==> config.mk <==
export PLATFORM = sky130hd
export DESIGN_NAME = pt_edge_encoder
export DESIGN_NICKNAME = d
export VERILOG_FILES = /design/src/rtl/pt_enc_pkg.sv /design/src/rtl/pt_bubble_filter.sv /design/src/rtl/pt_edge_find.sv /design/src/rtl/pt_tap_sel.sv /design/src/rtl/pt_edge_encoder.sv
export SDC_FILE = /design/constraint.sdc
export NUM_CORES = 1
export LEC_CHECK = 0
export ABC_AREA = 0
export ABC_CLOCK_PERIOD_IN_PS = 800
export BUFFER_PORTS_ARGS = -buffer_cell sky130_fd_sc_hd__buf_4
export CAP_MARGIN = 20
export CORE_MARGIN = 2
export CORE_UTILIZATION = 54
export CTS_BUF_LIST = sky130_fd_sc_hd__clkbuf_4 sky130_fd_sc_hd__clkbuf_8
export CTS_CLUSTER_DIAMETER = 80
export CTS_CLUSTER_SIZE = 10
export DETAILED_ROUTE_END_ITERATION = 10
export PLACE_DENSITY = 0.83
export SYNTH_ARGS = -nofsm -noshare
export SYNTH_HDL_FRONTEND = slang
export SYNTH_SLANG_ARGS = --single-unit
export TNS_END_PERCENT = 5
==> constraint.sdc <==
create_clock -name clk_i -period 0.8 [get_ports clk_i]
set_input_delay 0.08 -clock clk_i [delete_from_list [all_inputs] [get_ports clk_i]]
set_output_delay 0.08 -clock clk_i [all_outputs]
set_load 0.02 [all_outputs]
==> src/rtl/pt_enc_pkg.sv <==
package pt_enc_pkg;
  function automatic logic maj3(input logic a, input logic b, input logic c);
    return (a & b) | (a & c) | (b & c);
  endfunction
endpackage

==> src/rtl/pt_bubble_filter.sv <==
module pt_bubble_filter #(
  parameter int unsigned TAPS = 32
) (
  input  logic [TAPS-1:0] raw_i,
  output logic [TAPS-1:0] clean_o
);
  import pt_enc_pkg::*;

  assign clean_o[0]      = raw_i[0];
  assign clean_o[TAPS-1] = raw_i[TAPS-1];

  for (genvar g = 1; g < TAPS-1; g++) begin : g_maj
    assign clean_o[g] = maj3(raw_i[g-1], raw_i[g], raw_i[g+1]);
  end
endmodule

==> src/rtl/pt_edge_find.sv <==
module pt_edge_find #(
  parameter int unsigned TAPS  = 32,
  parameter int unsigned IDX_W = $clog2(TAPS)
) (
  input  logic [TAPS-1:0]  vec_i,
  output logic             fall_hit_o,
  output logic [IDX_W-1:0] fall_idx_o,
  output logic             rise_hit_o,
  output logic [IDX_W:0]   period_o
);
  logic [IDX_W-1:0] rise_idx;
  logic [IDX_W-1:0] span;

  always_comb begin
    fall_hit_o = 1'b0;
    fall_idx_o = '0;
    for (int i = 0; i < TAPS-1; i++) begin
      if (!fall_hit_o && vec_i[i] && !vec_i[i+1]) begin
        fall_hit_o = 1'b1;
        fall_idx_o = IDX_W'(i);
      end
    end
  end

  // rising edge only counts above the falling one
  always_comb begin
    rise_hit_o = 1'b0;
    rise_idx   = '0;
    for (int i = 0; i < TAPS-1; i++) begin
      if (fall_hit_o && !rise_hit_o && (i > int'(fall_idx_o)) &&
          !vec_i[i] && vec_i[i+1]) begin
        rise_hit_o = 1'b1;
        rise_idx   = IDX_W'(i);
      end
    end
  end

  assign span     = rise_idx - fall_idx_o;
  assign period_o = {span, 1'b0};
endmodule

==> src/rtl/pt_tap_sel.sv <==
module pt_tap_sel #(
  parameter int unsigned TAPS   = 32,
  parameter int unsigned OFFSET = 2,
  parameter int unsigned IDX_W  = $clog2(TAPS)
) (
  input  logic [IDX_W-1:0] pos_i,
  output logic [IDX_W-1:0] sel_o,
  output logic             ovf_o
);
  localparam int unsigned SUM_W = IDX_W + 1;
  localparam logic [SUM_W-1:0] LAST = SUM_W'(TAPS-1);

  logic [SUM_W-1:0] sum;

  assign sum   = {1'b0, pos_i} + SUM_W'(OFFSET);
  assign ovf_o = sum > LAST;
  assign sel_o = ovf_o ? IDX_W'(TAPS-1) : sum[IDX_W-1:0];
endmodule

==> src/rtl/pt_edge_encoder.sv <==
module pt_edge_encoder #(
  parameter int unsigned TAPS   = 32,
  parameter int unsigned OFFSET = 2,
  localparam int unsigned IDX_W = $clog2(TAPS),
  localparam int unsigned PER_W = IDX_W + 1
) (
  input  logic             clk_i,
  input  logic             rst_ni,
  input  logic             valid_i,
  input  logic [TAPS-1:0]  sample_i,
  output logic             valid_o,
  output logic [IDX_W-1:0] coarse_o,
  output logic [PER_W-1:0] period_o,
  output logic [IDX_W-1:0] sel_o,
  output logic             no_edge_o,
  output logic             no_rise_o,
  output logic             tap_ovf_o
);
  logic [TAPS-1:0]  clean;
  logic             fall_hit, rise_hit, ovf_c;
  logic [IDX_W-1:0] fall_idx, sel_c;
  logic [PER_W-1:0] per_c;

  pt_bubble_filter #(.TAPS(TAPS)) u_filt (
    .raw_i   (sample_i),
    .clean_o (clean)
  );

  pt_edge_find #(.TAPS(TAPS), .IDX_W(IDX_W)) u_find (
    .vec_i      (clean),
    .fall_hit_o (fall_hit),
    .fall_idx_o (fall_idx),
    .rise_hit_o (rise_hit),
    .period_o   (per_c)
  );

  pt_tap_sel #(.TAPS(TAPS), .OFFSET(OFFSET), .IDX_W(IDX_W)) u_sel (
    .pos_i (fall_idx),
    .sel_o (sel_c),
    .ovf_o (ovf_c)
  );

  always_ff @(posedge clk_i or negedge rst_ni) begin
    if (!rst_ni) begin
      valid_o   <= 1'b0;
      coarse_o  <= '0;
      period_o  <= '0;
      sel_o     <= '0;
      no_edge_o <= 1'b0;
      no_rise_o <= 1'b0;
      tap_ovf_o <= 1'b0;
    end else begin
      valid_o <= valid_i;
      if (valid_i) begin
        no_edge_o <= !fall_hit;
        if (fall_hit) begin
          coarse_o  <= fall_idx;
          sel_o     <= sel_c;
          tap_ovf_o <= ovf_c;
          no_rise_o <= !rise_hit;
          if (rise_hit) period_o <= per_c;
        end
      end
    end
  end


  valid_lat_chk: assert property (@(posedge clk_i) disable iff (!rst_ni)
    valid_i |=> valid_o);

  idle_lat_chk: assert property (@(posedge clk_i) disable iff (!rst_ni)
    !valid_i |=> !valid_o);

  ovf_sat_chk: assert property (@(posedge clk_i) disable iff (!rst_ni)
    tap_ovf_o |-> (sel_o == IDX_W'(TAPS-1)));

  noedge_hold_chk: assert property (@(posedge clk_i) disable iff (!rst_ni)
    (valid_o && no_edge_o) |-> ($stable(coarse_o) && $stable(sel_o) && $stable(period_o)));

  norise_hold_chk: assert property (@(posedge clk_i) disable iff (!rst_ni)
    (valid_o && no_rise_o && !no_edge_o) |-> $stable(period_o));

  idle_hold_chk: assert property (@(posedge clk_i) disable iff (!rst_ni)
    !valid_i |=> ($stable(coarse_o) && $stable(sel_o) && $stable(period_o) && $stable(tap_ovf_o)));
endmodule

==> impl_metrics.yaml, run 1 <==
run_status:
  run_status: "aborted with a tool error"
  stop_stage: "global routing (5_1_grt)"
  first-error: "[ERROR GRT-0116] Global routing finished with congestion. Check the congestion regions in the DRC Viewer."
clocking:
  cts_buffers: 3
  clockBufferDepth: 2
  cts.root.buffer_cell: "clkbuf_8"
  numClockSinks: 19
  cts-htree-levels: 1
yosys:
  synth.distinct_cells: 82
  synth_nets: 491
  synth_edf_count: 0
  synth_ff_type: "dfrtp_1"
  netlist_area_sq_um: 3300
  async_reset_ff_share_pct: 100
  ys_seq_elements: 19
  yosysSeqAreaShare_pct: 14.4
  ys_warn_count: 0
  synth_cells: 447
  synth.avg_cell_area_sq_um: 7.38
floorplanning:
  row_count: 28
  dieWidth_microns: 82.1
  pin_count: 55
  die_y_microns: 82.1
  start_util_pct: 55.7
global_routing:
  grt_usage_pct: 86.8
  grt_pass1_wl_microns: 43000
  grt_pass1_vias: 6955
  grt.overflow.total: 290
  grt_max_degree: 20
placed_design:
  io_buffers: 53
  gp_congestion: 1.03
  dp_hpwl_microns: 13100
synth_stat cells (all sizes together) (4+ instances only):
library cell,count,area [sq um]
o211a,4,40.0
nand2b,20,125
o211ai,10,85.1
nor3b,8,60.1
a21o,7,52.6
and2,6,37.5
nand3,11,55.1
a31oi,14,103
o21a,4,30.0
a211oi,7,52.6
o21ai,17,85.1
a311oi,5,43.8
xnor2,18,158
nor4,6,52.6
a211o,4,35.0
a21oi,17,85.1
or3,7,43.8
o22ai,5,31.3
or2,7,43.8
inv,23,86.3
nor2,45,169
clkbuf,24,90.1
nand2,25,93.8
xor2,13,114
ha,8,100
nor2b,8,50.1
or4,7,56.3
o31ai,4,30.0
o22a,4,35.0
nor3,11,55.1
nand3b,4,30.0
buf,8,56.3
nand4b,4,35.0
dfrtp,19,475
o32ai,6,52.6
a22o,4,35.0
cell families after synthesis:
group / after synthesis / share of synthesized area, %
muxes: 5 / 1.86
and+or+nand+nor: 179 / 30.3
other: 1 / 0.114
adders and majority gates: 9 / 3.64
AOI/OAI and AO/OA: 148 / 34.3
xor gates and xnor gates: 31 / 8.24
buffers and inverters: 55 / 7.06
DFF: 19 / 14.4
metrics by stage:
| step | TNS (ns) | instance area (sq um) | hold slack (ns) | instances | worst slack (ns) |
|---|---|---|---|---|---|
| after CTS | -42.64 | 5760 | 0.0532 | 757 | -4.01 |
| after global placement | -43.86 | 5370 | -0.0432 | 748 | -4.19 |
| after floorplan | -39.56 | 3550 | -0.216 | 447 | -3.98 |
| after detailed placement | -47.57 | 5370 | -0.0268 | 748 | -4.43 |
metal layers:
metal  GRT usage [%]  overflow
met5            29.2         1
met4            95.8        85
met3            66.4         4
met2             111       199
met1            79.9         1
what timing repair did:
item,in CTS
setup endpoints to repair,37
pin swaps,14
resized for setup,61
hold endpoints to repair,19
buffers inserted,4
hold buffers,1
==> inputs of run 2 (changes only) <==
--- a/config.mk
+++ b/config.mk
@@ -6,16 +6,13 @@
 export NUM_CORES = 1
 export LEC_CHECK = 0
 export ABC_AREA = 0
-export ABC_CLOCK_PERIOD_IN_PS = 800
+export ABC_CLOCK_PERIOD_IN_PS = 1040
 export BUFFER_PORTS_ARGS = -buffer_cell sky130_fd_sc_hd__buf_4
 export CAP_MARGIN = 20
 export CORE_MARGIN = 2
-export CORE_UTILIZATION = 54
-export CTS_BUF_LIST = sky130_fd_sc_hd__clkbuf_4 sky130_fd_sc_hd__clkbuf_8
-export CTS_CLUSTER_DIAMETER = 80
-export CTS_CLUSTER_SIZE = 10
+export CORE_UTILIZATION = 40
 export DETAILED_ROUTE_END_ITERATION = 10
-export PLACE_DENSITY = 0.83
+export PLACE_DENSITY_LB_ADDON = 0.15
 export SYNTH_ARGS = -nofsm -noshare
 export SYNTH_HDL_FRONTEND = slang
 export SYNTH_SLANG_ARGS = --single-unit
==> constraint.sdc (replaced) <==
create_clock -name clk_i -period 1.04 [get_ports clk_i]
set_input_delay 0.104 -clock clk_i [delete_from_list [all_inputs] [get_ports clk_i]]
set_output_delay 0.104 -clock clk_i [all_outputs]
set_load 0.02 [all_outputs]
==> run 2 against run 1 <==
Net effect: the flow now finishes, with violations (negative setup slack); synthesized cell count unchanged; area after synthesis did not move.
==> impl_metrics.yaml, run 2 <==
run_status:
  run_status: "finished, violations left"
  violations: "negative setup slack"
finish:
  drive_gt1_share_pct: 52.3
  layout_common_cells: "262 x buf_4, 40 x nor2_1, 21 x nand2_1"
  fin_util_pct: 72.4
  final_common_cell: "buf_4"
  diodes: 0
  area_delta_synth_final_pct: 77.7
  top_regs: "coarse_o (5), period_o (5), sel_o (5)"
  final_nets: 731
route:
  drtIter0Drc: 282
  drc: 0
  wl_met2_microns: 6620
  dr_total_vias: 4467
  top_layer: "met4"
  wl_microns: 13300
  wl_met3_microns: 560
  wl_per_cell_microns: 16.8
  drt_first_pass_iters: 5
  vias_per_cell: 5.65
  ant_nets: 0
  wl_met1_microns: 5860
sta:
  period_share_pct: 437
  worst_pin_slew_ns: 0.536
  slew_headroom_pct: 63.8
  fin_crit_ns: 4.55
  setup_violations: 18
  hold_viol: 0
  clock_skew_ns: 0
  fin_hold_ws_ns: 0.118
  rsz0062_at_grt: "yes"
  max_freq_mhz: 220
  setup_ws_ns: -3.51
  drv_slew: 0
power_and_ir_drop:
  ir_worst_vdd_v: 0.00159
  p_leak_nw: 2.64
  pwr_density_cell_nw_per_um2: 1140
floorplanning:
  floorplan.die_area_sq_um: 8980
  dieWidth_microns: 94.8
  pin_count: 55
  die_y_microns: 94.8
  start_util_pct: 40.7
  row_count: 33
  core_area_sq_um: 8090
clocking:
  tritoncts: "built"
  path_clk_slew_ns: 0.08
  cts_buffers: 3
  cts-htree-levels: 1
  numClockSinks: 19
  clockBufferDepth: 2
  cts.root.buffer_cell: "clkbuf_8"
  clk_latency_ns: 0.26
setup_path:
  crit_fanout: 5
  cp-start-kind: "input pin"
  cpLargestDelayFamily: "simple AND/OR/NAND/NOR gates"
  crit_slowest_cell: "or4_4"
  crit_arrival_ns: 4.71
  crit_path_end_kind: "register"
  critPathMaxStageDelay_ns: 0.57
  critPathKind: "in -> reg"
  critPathBufInv: 5
  required_ns: 1.20
yosys:
  synth.largest_area_cell: "dfrtp_1"
  async_reset_ff_share_pct: 100
  synth.avg_cell_area_sq_um: 7.38
  synth_top_cell_area_share_pct: 14.4
  synth.most_common_cell: "nor2_1"
  yosys-top-cells-count: "45 x nor2_1, 25 x nand2_1, 24 x clkbuf_1"
  ys_seq_elements: 19
  synth_cells: 447
  synthTopCellsByArea: "dfrtp_1 14%, nor2_1 5.1%, xnor2_1 4.8%, nand2b_1 3.8%, xor2_1 3.5%"
  ys_warn_count: 0
  synth_nets: 491
  synth_edf_count: 0
  synth.distinct_cells: 82
  synth_ff_type: "dfrtp_1"
  netlist_area_sq_um: 3300
  yosysSeqAreaShare_pct: 14.4
hold_path:
  hold_path.class: "in -> reg"
placed_design:
  dp_hpwl_microns: 10800
  gp_congestion: 0.980
  io_buffers: 53
global_routing:
  grt_pass1_vias: 4508
  grt_max_degree: 20
  grt_usage_pct: 29.6
  antenna_found_initial: 0
  grt_pass1_wl_microns: 21200
  grt.overflow.total: 0
run:
  max_cap_viol_count: 0
run 2: layout make-up:
cell class / instances / area (sq um)
Multi-Input combinational cell: 373 / 3090
Fill cell: 694 / 2230
Timing Repair Buffer: 267 / 2030
Sequential cell: 19 / 475
Tap cell: 105 / 131
Inverter: 23 / 88.8
Clock buffer: 3 / 41.3
Clock inverter: 1 / 5.00
run 2: cells by family (layout without fill, tap and decap cells):
family	after synthesis	after routing	synth area share [%]
AO/OA/AOI/OAI	148	148	34.3
XOR/XNOR	31	31	8.24
adder cells (fa/ha/maj)	9	9	3.64
buffers and inverters	55	294	7.06
flip-flops	19	19	14.4
multiplexers	5	5	1.86
other	1	1	0.114
AND/OR/NAND/NOR	179	179	30.3
run 2: stage by stage:
stage	setup slack, ns	power [mW]	instances	instance area, sq um	setup TNS (ns)
final	-3.51	6.66	791	5860	-31.59
after global routing	-3.69	7.07	791	5860	-33.77
after CTS	-3.48	6.37	786	5660	-31.58
after detailed placement	-4.02	5.61	778	5420	-40.03
after global placement	-3.93	5.53	778	5420	-39.58
after floorplan	-3.77	3.45	447	3550	-35.68
run 2: layer usage:
layer  vias up  global-route usage [%]
li1       2175                       -
met3        26                    3.51
met4         0                    5.31
met2       139                    54.1
met1      2127                    37.5
met5         -                       0
run 2: where the power goes:
group          internal [mW]  leakage, nW  switching [mW]
Combinational           2.60         2.39            2.50
Sequential             0.924        0.229           0.101
Clock                  0.267       0.0255           0.261
Total                   3.80         2.64            2.86
run 2: timing repair:
action / in CTS / in global routing
hold endpoints to repair: 19 / 0
hold buffers: 1 / 0
pin swaps: 15 / 21
endpoints found under the setup margin: 18 / 18
buffers inserted: 3 / 5
gates resized for setup: 33 / 31
run 2: final timing paths:
kind / slack (ns) / endpoint / depth (start not counted) / startpoint
setup / recovery: -3.51 / period_o[5]$_DFFE_PN0P_ / 25 / sample_i[1]
hold / removal: 0.12 / valid_o$_DFF_PN0_ / 2 / valid_i
setup reg to reg: 0.27 / period_o[3]$_DFFE_PN0P_ / 1 / period_o[3]$_DFFE_PN0P_
hold reg to reg: 0.49 / coarse_o[1]$_DFFE_PN0P_ / 2 / coarse_o[1]$_DFFE_PN0P_
max in group asynchronous: 0.59 / sel_o[4]$_DFFE_PN0P_ / 2 / rst_ni
min in group asynchronous: 0.25 / coarse_o[3]$_DFFE_PN0P_ / 2 / rst_ni
(Power assumes the default switching activity.)
==> inputs of run 3 (changes only) <==
--- a/config.mk
+++ b/config.mk
@@ -6,11 +6,10 @@
 export NUM_CORES = 1
 export LEC_CHECK = 0
 export ABC_AREA = 0
-export ABC_CLOCK_PERIOD_IN_PS = 1040
 export BUFFER_PORTS_ARGS = -buffer_cell sky130_fd_sc_hd__buf_4
 export CAP_MARGIN = 20
 export CORE_MARGIN = 2
-export CORE_UTILIZATION = 40
+export CORE_UTILIZATION = 38
 export DETAILED_ROUTE_END_ITERATION = 10
 export PLACE_DENSITY_LB_ADDON = 0.15
 export SYNTH_ARGS = -nofsm -noshare
==> run 3 against run 2 <==
Net effect: the flow still finishes with violations (negative setup slack); sequential share of layout area is 0.20 points higher; cell count is 0.25% lower; sequential cell count did not move; maximum frequency shrank 1.6%; global-route usage decreased by 2.8 points; utilization decreased by 3.5 points; critical path depth shrank 3; design area is 2.4% lower; sequential power hardly changed; via count down 0.36%.
==> impl_metrics.yaml, run 3 (synthesized netlist as in run 2, its figures left out) <==
finish:
  final_common_cell: "buf_4"
  instances_no_fill: 789
  area_delta_synth_final_pct: 73.4
  layout_common_cells: "259 x buf_4, 40 x nor2_1, 21 x inv_1, 21 x nand2_1, 19 x dfrtp_1"
  final_nets: 729
  diodes: 0
  drive_gt1_share_pct: 50.0
  fin_util_pct: 68.9
  top_regs: "coarse_o (5), period_o (5), sel_o (5)"
clocking:
  cts.root.buffer_cell: "clkbuf_8"
  cts-htree-levels: 1
  tritoncts: "built"
  numClockSinks: 19
  cts_buffers: 3
  clockBufferDepth: 2
  path_clk_slew_ns: 0.07
  clk_latency_ns: 0.25
hold_path:
  hold_path.class: "in -> reg"
  hp-start: "valid_i"
  hold_depth: 2
route:
  drt_first_pass_iters: 5
  drc: 0
  vias_per_cell: 5.64
  wl_microns: 13000
  ant_nets: 0
  drtIter0Drc: 239
  wl_per_cell_microns: 16.5
  dr_total_vias: 4451
power_and_ir_drop:
  ir_worst_vdd_v: 0.00155
  pwr_density_cell_nw_per_um2: 1130
  p_leak_nw: 2.63
sta:
  worst_pin_slew_ns: 0.711
  period_share_pct: 444
  clock_skew_ns: 0
  hold_viol: 0
  setup_ws_ns: -3.58
  rsz0062_at_grt: "yes"
  fin_crit_ns: 4.62
  slew_headroom_pct: 52.2
  drv_slew: 0
  max_freq_mhz: 216
  setup_violations: 18
placed_design:
  placed_cells: 781
  gp_congestion: 0.961
  dp_hpwl_microns: 10700
  io_buffers: 53
floorplanning:
  core_area_sq_um: 8300
  floorplan.die_area_sq_um: 9440
  start_util_pct: 39.7
  pin_count: 55
  dieWidth_microns: 97.1
  row_count: 33
  die_y_microns: 97.1
global_routing:
  grt.overflow.total: 0
  grt_pass1_wl_microns: 21400
  grt_pass1_vias: 4498
  grt_max_degree: 20
  grt_usage_pct: 26.8
  antenna_found_initial: 0
setup_path:
  critPathMaxStageDelay_ns: 0.51
  critPathKind: "in -> reg"
  crit_fanout: 5
  crit_arrival_ns: 4.76
  reg2reg_depth: 1
  cp-start-kind: "input pin"
  r2r-start: "period_o[3]$_DFFE_PN0P_"
  crit_start: "sample_i[8]"
  required_ns: 1.18
  crit_path_end_kind: "register"
  path_cells: "buf_4, buf_4, or4bb_1, and2_4, o211ai_4, or4_4, nor2_4, a211oi_4, inv_2, ha_2, o2111a_2, a2111o_1, a221o_1, nor4_4, a211oi_2, o41ai_2, ha_1, a21o_1, a21oi_2, xor2_1, a2111o_1, o211a_1"
  crit_slowest_cell: "or4bb_1"
run_status:
  run_status: "finished, violations left"
  violations: "negative setup slack"
run:
  max_cap_viol_count: 0
run 3: cell count changes in the layout (fill, tap and decap cells not counted), moves of 2 or more:
cell / before / now
a31oi_1: 10 / 13
a31oi_2: 3 / 0
buf_4: 262 / 259
a311oi_2: 1 / 3
a311oi_4: 2 / 0
ha_2: 3 / 5
ha_4: 3 / 1
inv_1: 19 / 21
inv_2: 3 / 1
nor2_2: 1 / 3
nor2_4: 4 / 2
nor4_2: 2 / 0
run 3: routing by layer:
layer  vias to the layer above  track usage [%]  wire length [microns]
met5                         -                0                      0
met4                         0             7.37                    385
met3                        40             4.89                    749
met2                       152             48.9                   6420
met1                      2088             32.1                   5470
li1                       2171                -                      -
run 3: report_power, final:
part           total [mW]  switching [mW]  leakage [nW]  internal (mW)
clock network       0.494           0.222        0.0228          0.272
logic                4.95            2.41          2.37           2.54
registers            1.03           0.101         0.229          0.925
run 3: repair_timing:
action | 4_1_cts | 5_1_grt
gates resized for setup | 26 | 14
hold endpoints to repair | 19 | 0
setup buffers | 2 | 1
pin swaps | 12 | 2
hold buffers | 1 | 0
setup endpoints to repair | 18 | 18
run 3: critical path: cells and delay by family:
kind            cells  cell delay (ns)
xor+xnor            1             0.09
compound gates     11             2.56
buf+inv             3             0.35
fa+ha+maj           2             0.53
simple gates        5             1.11
run 3: per-stage QoR:
stage                     cell area, sq um  setup slack (ns)  power, mW  setup TNS (ns)  hold slack [ns]
after global routing                  5720             -3.80       6.90          -35.48            0.117
after CTS                             5650             -3.54       6.37          -33.22           0.0949
after floorplan                       3550             -3.77       3.45          -35.68           -0.192
final                                 5720             -3.58       6.47          -33.52            0.123
after detailed placement              5460             -4.04       5.64          -40.79          -0.0104
after global placement                5460             -3.92       5.56          -39.96          -0.0171
run 3: final cells by class:
type                    count  area [sq um]
multi-input cells         373          2950
fillers                   711          2580
repair buffers            265          2030
flip-flops and latches     19           475
well taps                 105           131
inverters                  23          88.8
clock buffers               4          45.0
run 3: path summary, 6_finish.rpt:
path | end | slack, ns
min in group asynchronous | sel_o[4]$_DFFE_PN0P_ | 0.30
max in group asynchronous | period_o[4]$_DFFE_PN0P_ | 0.54
hold reg to reg | coarse_o[1]$_DFFE_PN0P_ | 0.49
hold / removal | valid_o$_DFF_PN0_ | 0.12
setup reg to reg | period_o[3]$_DFFE_PN0P_ | 0.27
setup / recovery | period_o[5]$_DFFE_PN0P_ | -3.58
